[config.mk]
export PLATFORM = sky130hd
export DESIGN_NAME = uart_rx_regs
export DESIGN_NICKNAME = d
export VERILOG_FILES = /design/src/rtl/uart_rx_regs.sv
export SDC_FILE = /design/constraint.sdc
export NUM_CORES = 1
export LEC_CHECK = 0
export ABC_CLOCK_PERIOD_IN_PS = 2900
export BUFFER_PORTS_ARGS = -buffer_cell sky130_fd_sc_hd__buf_2
export CORE_ASPECT_RATIO = 1.75
export CORE_MARGIN = 2
export CORE_UTILIZATION = 60
export CTS_BUF_LIST = sky130_fd_sc_hd__clkbuf_2
export CTS_CLUSTER_SIZE = 14
export DETAILED_ROUTE_END_ITERATION = 10
export PLACE_DENSITY = 0.8
export SETUP_SLACK_MARGIN = 0.2
export SYNTH_ARGS = -nofsm -noshare
export SYNTH_HDL_FRONTEND = slang
export SYNTH_SLANG_ARGS = --single-unit
export TNS_END_PERCENT = 5
[constraint.sdc]
create_clock -name clk -period 2.9 [get_ports clk]
set_input_delay 0 -clock clk [delete_from_list [all_inputs] [get_ports clk]]
set_output_delay 0 -clock clk [all_outputs]
set_load 0.02 [all_outputs]
[src/rtl/uart_rx_regs.sv]
`timescale 1ns/1ps
module uart_rx_regs #(
  parameter int DIV_W = 8,
  parameter int OSR   = 16,
  parameter int DEPTH = 2
) (
  input  logic             clk,
  input  logic             rst_n,
  input  logic             wr_en,
  input  logic             rd_en,
  input  logic [1:0]       addr,
  input  logic [7:0]       wdata,
  output logic [7:0]       rdata,
  input  logic             rx,
  output logic             irq
);
  localparam int CW = $clog2(OSR);
  localparam int PW = $clog2(DEPTH + 1);
  localparam int AW = $clog2(DEPTH);
  localparam logic [CW-1:0] MID  = CW'(OSR / 2 - 1);
  localparam logic [CW-1:0] LAST = CW'(OSR - 1);

  typedef enum logic [1:0] {S_IDLE, S_START, S_DATA, S_STOP} st_t;

  logic [DIV_W-1:0] div_q, div_cnt;
  logic port_en, nine_en, single_en, cont_en, oerr, int_en, sync_mode;
  logic rx_s1, rx_s2, rx_s3;
  st_t  state;
  logic [CW-1:0] os_cnt;
  logic [3:0] bit_idx;
  logic [8:0] shreg;
  logic [1:0] votes;
  logic done, done_fe;

  logic [7:0] data_m [DEPTH];
  logic       b9_m   [DEPTH];
  logic       fe_m   [DEPTH];
  logic [AW-1:0] wr_ptr, rd_ptr;
  logic [PW-1:0] cnt;

  wire run   = port_en && cont_en && !sync_mode;
  wire flush = !port_en || (!single_en && !cont_en);
  wire tick  = (div_cnt == div_q);
  wire maj   = ({1'b0, votes} + {2'b0, rx_s2}) >= 3'd2;
  wire full  = (cnt == PW'(DEPTH));
  wire empty = (cnt == '0);
  wire pop   = rd_en && addr == 2'd1 && !empty;
  wire push_ok = done && !oerr && (!full || pop);
  wire ovf_set = done && !oerr && !push_ok;
  wire ctrl_wr = wr_en && addr == 2'd0;
  wire flag  = !empty;

  assign irq = flag && int_en;

  always_ff @(posedge clk or negedge rst_n)
    if (!rst_n) begin
      div_q <= '0; port_en <= 1'b0; nine_en <= 1'b0; single_en <= 1'b0;
      cont_en <= 1'b0; int_en <= 1'b0; sync_mode <= 1'b0;
    end else if (wr_en) begin
      case (addr)
        2'd0: {port_en, nine_en, single_en, cont_en} <= wdata[7:4];
        2'd2: div_q <= wdata[DIV_W-1:0];
        2'd3: begin int_en <= wdata[0]; sync_mode <= wdata[2]; end
        default: ;
      endcase
    end

  always_ff @(posedge clk or negedge rst_n)
    if (!rst_n) {rx_s1, rx_s2, rx_s3} <= 3'b111;
    else        {rx_s1, rx_s2, rx_s3} <= {rx, rx_s1, rx_s2};

  always_ff @(posedge clk or negedge rst_n)
    if (!rst_n) begin
      state <= S_IDLE; div_cnt <= '0; os_cnt <= '0; bit_idx <= '0;
      shreg <= '0; votes <= '0; done <= 1'b0; done_fe <= 1'b0;
    end else begin
      done <= 1'b0;
      if (!run) begin
        state <= S_IDLE; div_cnt <= '0; os_cnt <= '0;
      end else if (state == S_IDLE) begin
        div_cnt <= '0; os_cnt <= '0;
        if (rx_s3 && !rx_s2) state <= S_START;
      end else begin
        div_cnt <= tick ? '0 : div_cnt + 1'b1;
        if (tick) begin
          os_cnt <= os_cnt + 1'b1;
          if (os_cnt == MID)            votes <= {1'b0, rx_s2};
          else if (os_cnt == MID + 1'b1) votes <= votes + {1'b0, rx_s2};
          case (state)
            S_START: begin
              if (os_cnt == MID && rx_s2) state <= S_IDLE;
              else if (os_cnt == LAST) begin
                state <= S_DATA; os_cnt <= '0; bit_idx <= '0;
              end
            end
            S_DATA: begin
              if (os_cnt == MID + 2'd2) shreg <= {maj, shreg[8:1]};
              if (os_cnt == LAST) begin
                os_cnt <= '0;
                if (bit_idx == (nine_en ? 4'd8 : 4'd7)) state <= S_STOP;
                else bit_idx <= bit_idx + 1'b1;
              end
            end
            S_STOP: begin
              if (os_cnt == MID + 2'd2) begin
                done <= 1'b1; done_fe <= !maj; state <= S_IDLE;
              end
            end
            default: state <= S_IDLE;
          endcase
        end
      end
    end

  always_ff @(posedge clk)
    if (push_ok) begin
      data_m[wr_ptr] <= nine_en ? shreg[7:0] : shreg[8:1];
      b9_m[wr_ptr]   <= nine_en && shreg[8];
      fe_m[wr_ptr]   <= done_fe;
    end

  always_ff @(posedge clk or negedge rst_n)
    if (!rst_n) begin
      wr_ptr <= '0; rd_ptr <= '0; cnt <= '0; oerr <= 1'b0;
    end else if (flush) begin
      wr_ptr <= '0; rd_ptr <= '0; cnt <= '0; oerr <= 1'b0;
    end else begin
      if (push_ok) wr_ptr <= (wr_ptr == AW'(DEPTH - 1)) ? '0 : wr_ptr + 1'b1;
      if (pop)     rd_ptr <= (rd_ptr == AW'(DEPTH - 1)) ? '0 : rd_ptr + 1'b1;
      cnt <= cnt + PW'(push_ok) - PW'(pop);
      if (ctrl_wr && !wdata[1]) oerr <= 1'b0;
      else if (ovf_set)         oerr <= 1'b1;
    end

  always_comb
    case (addr)
      2'd0: rdata = {port_en, nine_en, single_en, cont_en, 1'b0,
                     flag && fe_m[rd_ptr], oerr, flag && b9_m[rd_ptr]};
      2'd1: rdata = data_m[rd_ptr];
      2'd2: rdata = 8'(div_q);
      default: rdata = {5'b0, sync_mode, flag, int_en};
    endcase

  p_no_overflow_r7: assert property (@(posedge clk) disable iff (!rst_n)
    cnt <= PW'(DEPTH));
  p_ovr_sticky_r8: assert property (@(posedge clk) disable iff (!rst_n)
    oerr && !flush && !(ctrl_wr && !wdata[1]) |=> oerr);
  p_ovr_drops_r8: assert property (@(posedge clk) disable iff (!rst_n)
    oerr |=> cnt <= $past(cnt));
  p_idle_off_r3: assert property (@(posedge clk) disable iff (!rst_n)
    !run |=> state == S_IDLE);
  p_pop_r6: assert property (@(posedge clk) disable iff (!rst_n)
    pop && !push_ok && !flush |=> cnt == $past(cnt) - 1'b1);
  p_flush_r9: assert property (@(posedge clk) disable iff (!rst_n)
    flush |=> empty && !oerr);
endmodule

==> impl_metrics.tcl, run 1 <==
set metrics [dict create \
    diodes 0 \
    synth-xor-area-share 0.0427 \
    synth_warnings 0 \
    synth_compound_area_frac 0.0837 \
    cts-root-buf "clkbuf_2" \
    p_leak_nw 1.84 \
    synth_area_um2 3690 \
    cp_max_fo 12 \
    finalPower_w 0.00201 \
    grt_max_degree 26 \
    drv_slew 0 \
    fp.coreArea_um2 5930 \
    critical_path_arrival_ns 2.28 \
    synth_nets 350 \
    syn-mean-instance-area_um2 11.5 \
    ant_nets 0 \
    grt_usage 0.244 \
    dp.cells 415 \
    async_reset_ff_frac 0.726 \
    min_path_type "in -> async" \
    period_minus_slack_ns 2.28 \
    grt_pass1_wl_um 12500 \
    drc 0 \
    hold_ws_ns 0.0386 \
    antenna_found_initial 0 \
    synth_seq_cells 73 \
    startpoint_type "flop" \
    synthToLayoutAreaGrowth_pct 13.1 \
    status "finished, final reports clean" \
    synth.distinct_cells 54 \
    dr.pass1.iters 4 \
    ctsLongestPathBuffers 2 \
    post_drt_wl_per_cell_um 16.8 \
    numCtsBuffers 9 \
    synth_top_family_by_area "simple AND/OR/NAND/NOR gates" \
    rsz0062_at_grt "false" \
    post-route-period-util 0.788 \
    yosysTopAreaCell "dfrtp_1" \
    peakVddDrop_uv 494 \
    synthAdderAreaFrac 0.0474 \
    synthCells 321 \
    max_slew_margin 0.456 \
    ctsHtreeMaxLevel 3 \
    io_buffers 23 \
    setup_tns_ns 0 \
    critPathKind "reg -> out" \
    num_vias 2606 \
    yosys.area_share.simple 0.143 \
    clkSinkCount 73 \
    dieArea_um2 6820 \
    viasPerCell 5.86 \
    nets 391 \
    ios 24 \
    synth_mux_area_frac 0.134 \
    skew_ns 0.0125 \
    die_w_um 63.3 \
    place.gp.congestion 0.848 \
    start_util 0.623 \
    yosysTopAreaCellShare 0.339 \
    wl_um 7470 \
    maxCapViolCount 0 \
    cts_tree "built" \
    clkTransAtPathRegs_ns 0.20 \
    synth_ff_type "dfrtp_1" \
    synth-edff-count 20 \
    cts_resized 0 \
    ys_seq_area_frac 0.523 \
    tightest_slew_ns 0.813 \
    setup_viol_count_final 0 \
    required_ns 2.90 \
    hpwl_um 5150 \
    grt_pass1_vias 2661 \
    synth.area.top_cells "dfrtp_1 (34%), edfxtp_1 (16%), mux2_2 (11%), ha_1 (4.7%), xnor2_1 (2.8%)" \
    overflow 0 \
    final_layout_size_suffix_gt1_frac 0.240 \
    rows 37 \
    end_kind "output pin" \
    fmax_mhz 438 \
    drt_iter0_drc 207 \
    clk_latency_ns 0.51 \
    powerDensity_nw_per_um2 480 \
    hold_viol 0 \
    final_cells 445 \
    die_h_um 108 \
]
critical path: stages (launching register included):
cell      delay, ns
dfrtp_1        0.72
mux2_2         0.41
a221oi_1       0.40
a21oi_1        0.06
buf_2          0.17
layer usage:
| layer | wire, µm | share of wire | GRT usage | vias up |
|---|---|---|---|---|
| met2 | 4170 | 0.56 | 0.455 | 62 |
| li1 | - | - | - | 1239 |
| met1 | 2860 | 0.38 | 0.252 | 1290 |
| met5 | 0 | 0 | 0 | - |
| met3 | 218 | 0.029 | 0.0418 | 15 |
| met4 | 224 | 0.030 | 0.143 | 0 |
cells in the mapped netlist, types with 2 or more instances:
| library cell | n |
|---|---|
| a21oi_1 | 5 |
| nor3b_1 | 3 |
| a221oi_1 | 2 |
| edfxtp_1 | 20 |
| buf_1 | 3 |
| and2_1 | 3 |
| xnor2_1 | 12 |
| dfrtp_1 | 50 |
| nand3b_1 | 3 |
| nor2_1 | 22 |
| nand4_1 | 6 |
| o21ai_0 | 17 |
| a21boi_0 | 2 |
| mux2i_1 | 9 |
| nand2_1 | 23 |
| o211ai_1 | 5 |
| clkbuf_1 | 4 |
| o31ai_1 | 2 |
| o21a_1 | 3 |
| buf_2 | 2 |
| nand3_1 | 12 |
| and3_2 | 2 |
| xor2_1 | 6 |
| and3_1 | 4 |
| nand2b_1 | 3 |
| nor3_1 | 2 |
| nor2b_1 | 5 |
| inv_1 | 15 |
| ha_1 | 14 |
| dfstp_2 | 3 |
| mux2_2 | 36 |
stage by stage:
| step | worst slack [ns] | util | area (µm²) |
|---|---|---|---|
| 6_report | 0.616 | 0.705 | 4180 |
| 5_1_grt | 0.474 | 0.705 | 4180 |
| 3_3_place_gp | 0.771 | 0.656 | 3890 |
| 4_1_cts | 0.584 | 0.705 | 4180 |
| 3_5_place_dp | 0.715 | 0.656 | 3890 |
| 2_1_floorplan | 1.01 | - | 3690 |
logic make-up (layout without fill, tap and decap cells):
logic type      after synthesis  after routing
compound gates               47             47
xor+xnor                     18             18
flops                        73             73
buf+inv                      25             71
mux                          45             45
simple gates                 99             99
fa+ha+maj                    14             14
final cells by class:
| cell class | count | area, µm² |
|---|---|---|
| multi-input cells | 223 | 1670 |
| flip-flops and latches | 73 | 1930 |
| clock inverters | 7 | 93.8 |
| inverters | 15 | 56.3 |
| fillers | 460 | 1750 |
| well taps | 78 | 97.6 |
| clock buffers | 9 | 45.0 |
| repair buffers | 40 | 288 |
cells in the final DEF (no fill, tap or decap), drive strengths merged, types with 2 or more instances in the layout:
master / count
and2: 3
ha: 14
and3: 6
o31ai: 2
mux2i: 9
mux2: 36
nor3: 2
xnor2: 12
nor2: 22
nor3b: 3
clkinv: 2
dfrtp: 50
edfxtp: 20
nand3: 12
xor2: 6
inv: 16
o21ai: 17
clkbuf: 9
clkinvlp: 2
nand3b: 3
o21a: 3
buf: 27
dlygate4sd3: 13
a21oi: 5
a221oi: 2
nand4: 7
or2: 2
dfstp: 3
o211ai: 5
a21boi: 3
bufinv: 2
nand2b: 3
nor2b: 5
nand2: 23
report_power, final:
group,total (W),switching (W),internal (W),leakage (nW)
sequential,0.00115,0.0000536,0.00109,0.933
clock,0.000651,0.000367,0.000284,0.0783
combinational,0.000207,0.000103,0.000104,0.826
total,0.00201,0.000523,0.00148,1.84
sequential cells by signal, summed over array words and instances (netlist names), 2 cells and up:
register  flops
bit_idx       4
data_m       16
b9_m          2
fe_m          2
os_cnt        4
cnt           2
div_cnt       8
div_q         8
votes         2
shreg         9
state         2
repair_timing:
item / 4_1_cts / 5_1_grt
endpoints found under the hold margin: 68 / 0
buffers inserted: 0 / 0
hold buffers: 14 / 0
worst paths after layout:
check	start	end	slack [ns]	cells after the start
setup reg to reg	state[0]$_DFFE_PN0P_	bit_idx[2]$_DFFE_PN0P_	0.65	7
hold reg to reg	rx_s1$_DFF_PN1_	rx_s2$_DFF_PN1_	0.37	0
hold / removal	rst_n	rx_s3$_DFF_PN1_	0.04	2
min in group clk	addr[0]	int_en$_DFFE_PN0P_	0.05	3
max in group asynchronous	rst_n	div_cnt[1]$_DFF_PN0_	2.61	3
setup / recovery	rd_ptr$_DFFE_PN0P_	rdata[0]	0.62	4
Note: power is estimated with default switching activity, not from simulation.
==> run 2, diff against run 1 <==
ABC_CLOCK_PERIOD_IN_PS = 2100   (was 2900)
CORE_UTILIZATION = 57   (was 60)
clock period = 2.1 ns   (was 2.9 ns; I/O delays follow)
==> run 2 against run 1 <==
  * First-iteration DRC count fell by 0.97%
  * Setup slack got worse by 0.47 ns
  * Clock skew rose by 0.013 ns
  * Core utilization fell by 0.75 points
  * Wire length rose by 8.2%
  * Clock power rose by 3%
  * Via count rose by 4.0%
  * Cell count rose by 3.8%
  * Critical path depth rose by 5
  * Non-clock buffer count rose by 15
  * Clock-buffer cell count did not move
  * Register-to-register slack got worse by 0.50 ns
  * Critical path type is now reg -> reg
  * Critical endpoint is now cnt[1]$_DFF_PN0_
  * Largest cell class unchanged
  * Largest power group unchanged
  * Highest routed layer unchanged
==> impl_metrics.tcl, run 2 (synthesis results as in run 1) <==
set metrics [dict create \
    status "finished, final reports clean" \
    clkSinkCount 73 \
    path_delay_family "simple AND/OR/NAND/NOR gates" \
    layout_commonest_cell "dfrtp_1" \
    io_buffers 23 \
    clk_latency_ns 0.53 \
    cp_num_cells 9 \
    antenna_found_initial 0 \
    r2r_cells 9 \
    intPower_w 0.00182 \
    final_cells 462 \
    die_h_um 110 \
    peakVddDrop_uv 299 \
    cts_tree "built" \
    num_vias 2709 \
    max_slew_margin 0.485 \
    skew_ns 0.0255 \
    grt_pass1_vias 2855 \
    powerDensity_nw_per_um2 590 \
    ctsHtreeMaxLevel 3 \
    required_ns 2.54 \
    final_cell_mix "dfrtp_1 (49), mux2_2 (32), nand2_1 (23)" \
    critPathKind "reg -> reg" \
    diodes 0 \
    largestRegisters "data_m (16), shreg (9)" \
    highest_layer "met4" \
    switching_share 0.288 \
    ctsLongestPathBuffers 2 \
    p_comb_frac 0.128 \
    overflow 0 \
    hold_ws_ns 0.0921 \
    finalInstanceArea_um2 4340 \
    pwr-share-clk 0.261 \
    wl_met1_um 3100 \
    rsz0062_at_grt "true" \
    grt_usage 0.243 \
    post-route-period-util 0.929 \
    dp.cells 427 \
    critical_path.slowest_cell "dfrtp_1" \
    numCtsBuffers 9 \
    critical_path_arrival_ns 2.39 \
    cts-root-buf "clkbuf_2" \
    p_leak_nw 1.91 \
    cp_max_fo 3 \
    fmax_mhz 513 \
    fp.coreArea_um2 6230 \
    ant_nets 0 \
    hpwl_um 5530 \
    setup_viol_count_final 0 \
    nFillCells 436 \
    top_register "data_m" \
    maxCapViolCount 0 \
    startpoint_type "flop" \
    synthToLayoutAreaGrowth_pct 17.6 \
    grt_pass1_wl_um 13100 \
    wl_met3_um 233 \
    final_layout_size_suffix_gt1_frac 0.291 \
    setup_tns_ns 0 \
    dr_wl_met2_um 4370 \
    dr.pass1.iters 5 \
    period_minus_slack_ns 1.95 \
    critical_path.max_stage_delay_ns 0.45 \
    min_path_type "in -> async" \
    ios 24 \
    drt_iter0_drc 205 \
    power_switching_w 0.000738 \
    drv_slew 0 \
    die_w_um 64.9 \
    seq_power_share 0.611 \
    nets 406 \
    wl_um 8080 \
    crit_buf_inv 2 \
    placed_area_um2 3970 \
    dieArea_um2 7170 \
    drc 0 \
    end_kind "flop" \
    largest_reg_flops 16 \
    viasPerCell 5.86 \
    rows 38 \
    hold_viol 0 \
    start_util 0.593 \
    place.gp.congestion 0.887 \
    clkTransAtPathRegs_ns 0.21 \
    grt_max_degree 54 \
    tightest_slew_ns 0.771 \
    post_drt_wl_per_cell_um 17.5 \
    crit_path_cell_trace "and3b_1 -> nor3b_2 -> inv_1 -> ha_1 -> inv_1 -> ha_1 -> xor2_1 -> xnor2_1 -> nor2_1" \
]
## run 2: cell count changes in the layout (fill, tap and decap cells not counted), sizes merged
| cell | before | now |
|---|---|---|
| dlygate4sd3 | 13 | 15 |
| bufinv | 2 | 0 |
| buf | 27 | 40 |
| clkinvlp | 2 | 1 |
| clkinv | 2 | 6 |
| inv | 16 | 15 |
## run 2: routing by layer
metal,vias to the layer above,global-route usage
met4,0,0.159
met5,-,0
met3,25,0.0550
met2,67,0.423
li1,1272,-
met1,1345,0.251
## run 2: metrics by stage
stage,util,total power (W),setup slack (ns)
floorplan,-,0.00176,0.210
global placement,0.637,0.00187,0.161
detailed placement,0.637,0.00187,0.00550
CTS,0.688,0.00256,0.130
global route,0.697,0.00268,0.0234
finish,0.697,0.00256,0.149
## run 2: cell type report
| class | instances | area [µm²] | area share |
|---|---|---|---|
| multi-input combinational | 223 | 1770 | 0.407 |
| sequential | 73 | 1930 | 0.445 |
| tap | 80 | 100 | 0.0230 |
| inverter | 15 | 56.3 | 0.0130 |
| clock inverter | 7 | 47.5 | 0.0109 |
| clock buffer | 9 | 45.0 | 0.0104 |
| timing repair buffer | 55 | 395 | 0.0910 |
## run 2: timing repair
action | in CTS | in global routing
resized for setup | 10 | 11
endpoints found under the hold margin | 70 | 0
setup endpoints to repair | 14 | 33
hold buffers | 15 | 0
pin swaps | 2 | 1
buffers inserted | 2 | 2
## run 2: worst register-to-register path, delay by kind of cell, from the launching register on
family        cells  cell delay [ns]
simple gates      3             0.47
flops             1             0.45
fa+ha+maj         2             0.42
xor+xnor          2             0.37
buf+inv           2             0.14
## run 2: power by group through the flow
stage	clock [W]	combinational (W)	sequential, W
4_1_cts	0.000683	0.000313	0.00156
3_3_place_gp	0	0.000274	0.00159
6_report	0.000669	0.000327	0.00157
5_1_grt	0.000751	0.000357	0.00157
3_5_place_dp	0	0.000282	0.00159
2_1_floorplan	0	0.000188	0.00158
## run 2: path summary, 6_finish.rpt
kind | startpoint | to | slack [ns]
worst max-delay path | cnt[1]$_DFF_PN0_ | cnt[1]$_DFF_PN0_ | 0.15
worst min-delay path | rst_n | shreg[1]$_DFFE_PN0P_ | 0.09
worst max register to register | cnt[1]$_DFF_PN0_ | cnt[1]$_DFF_PN0_ | 0.15
worst min register to register | rx_s1$_DFF_PN1_ | rx_s2$_DFF_PN1_ | 0.37
max in group asynchronous | rst_n | rd_ptr$_DFFE_PN0P_ | 1.52
min in group clk | rx | rx_s1$_DFF_PN1_ | 0.09
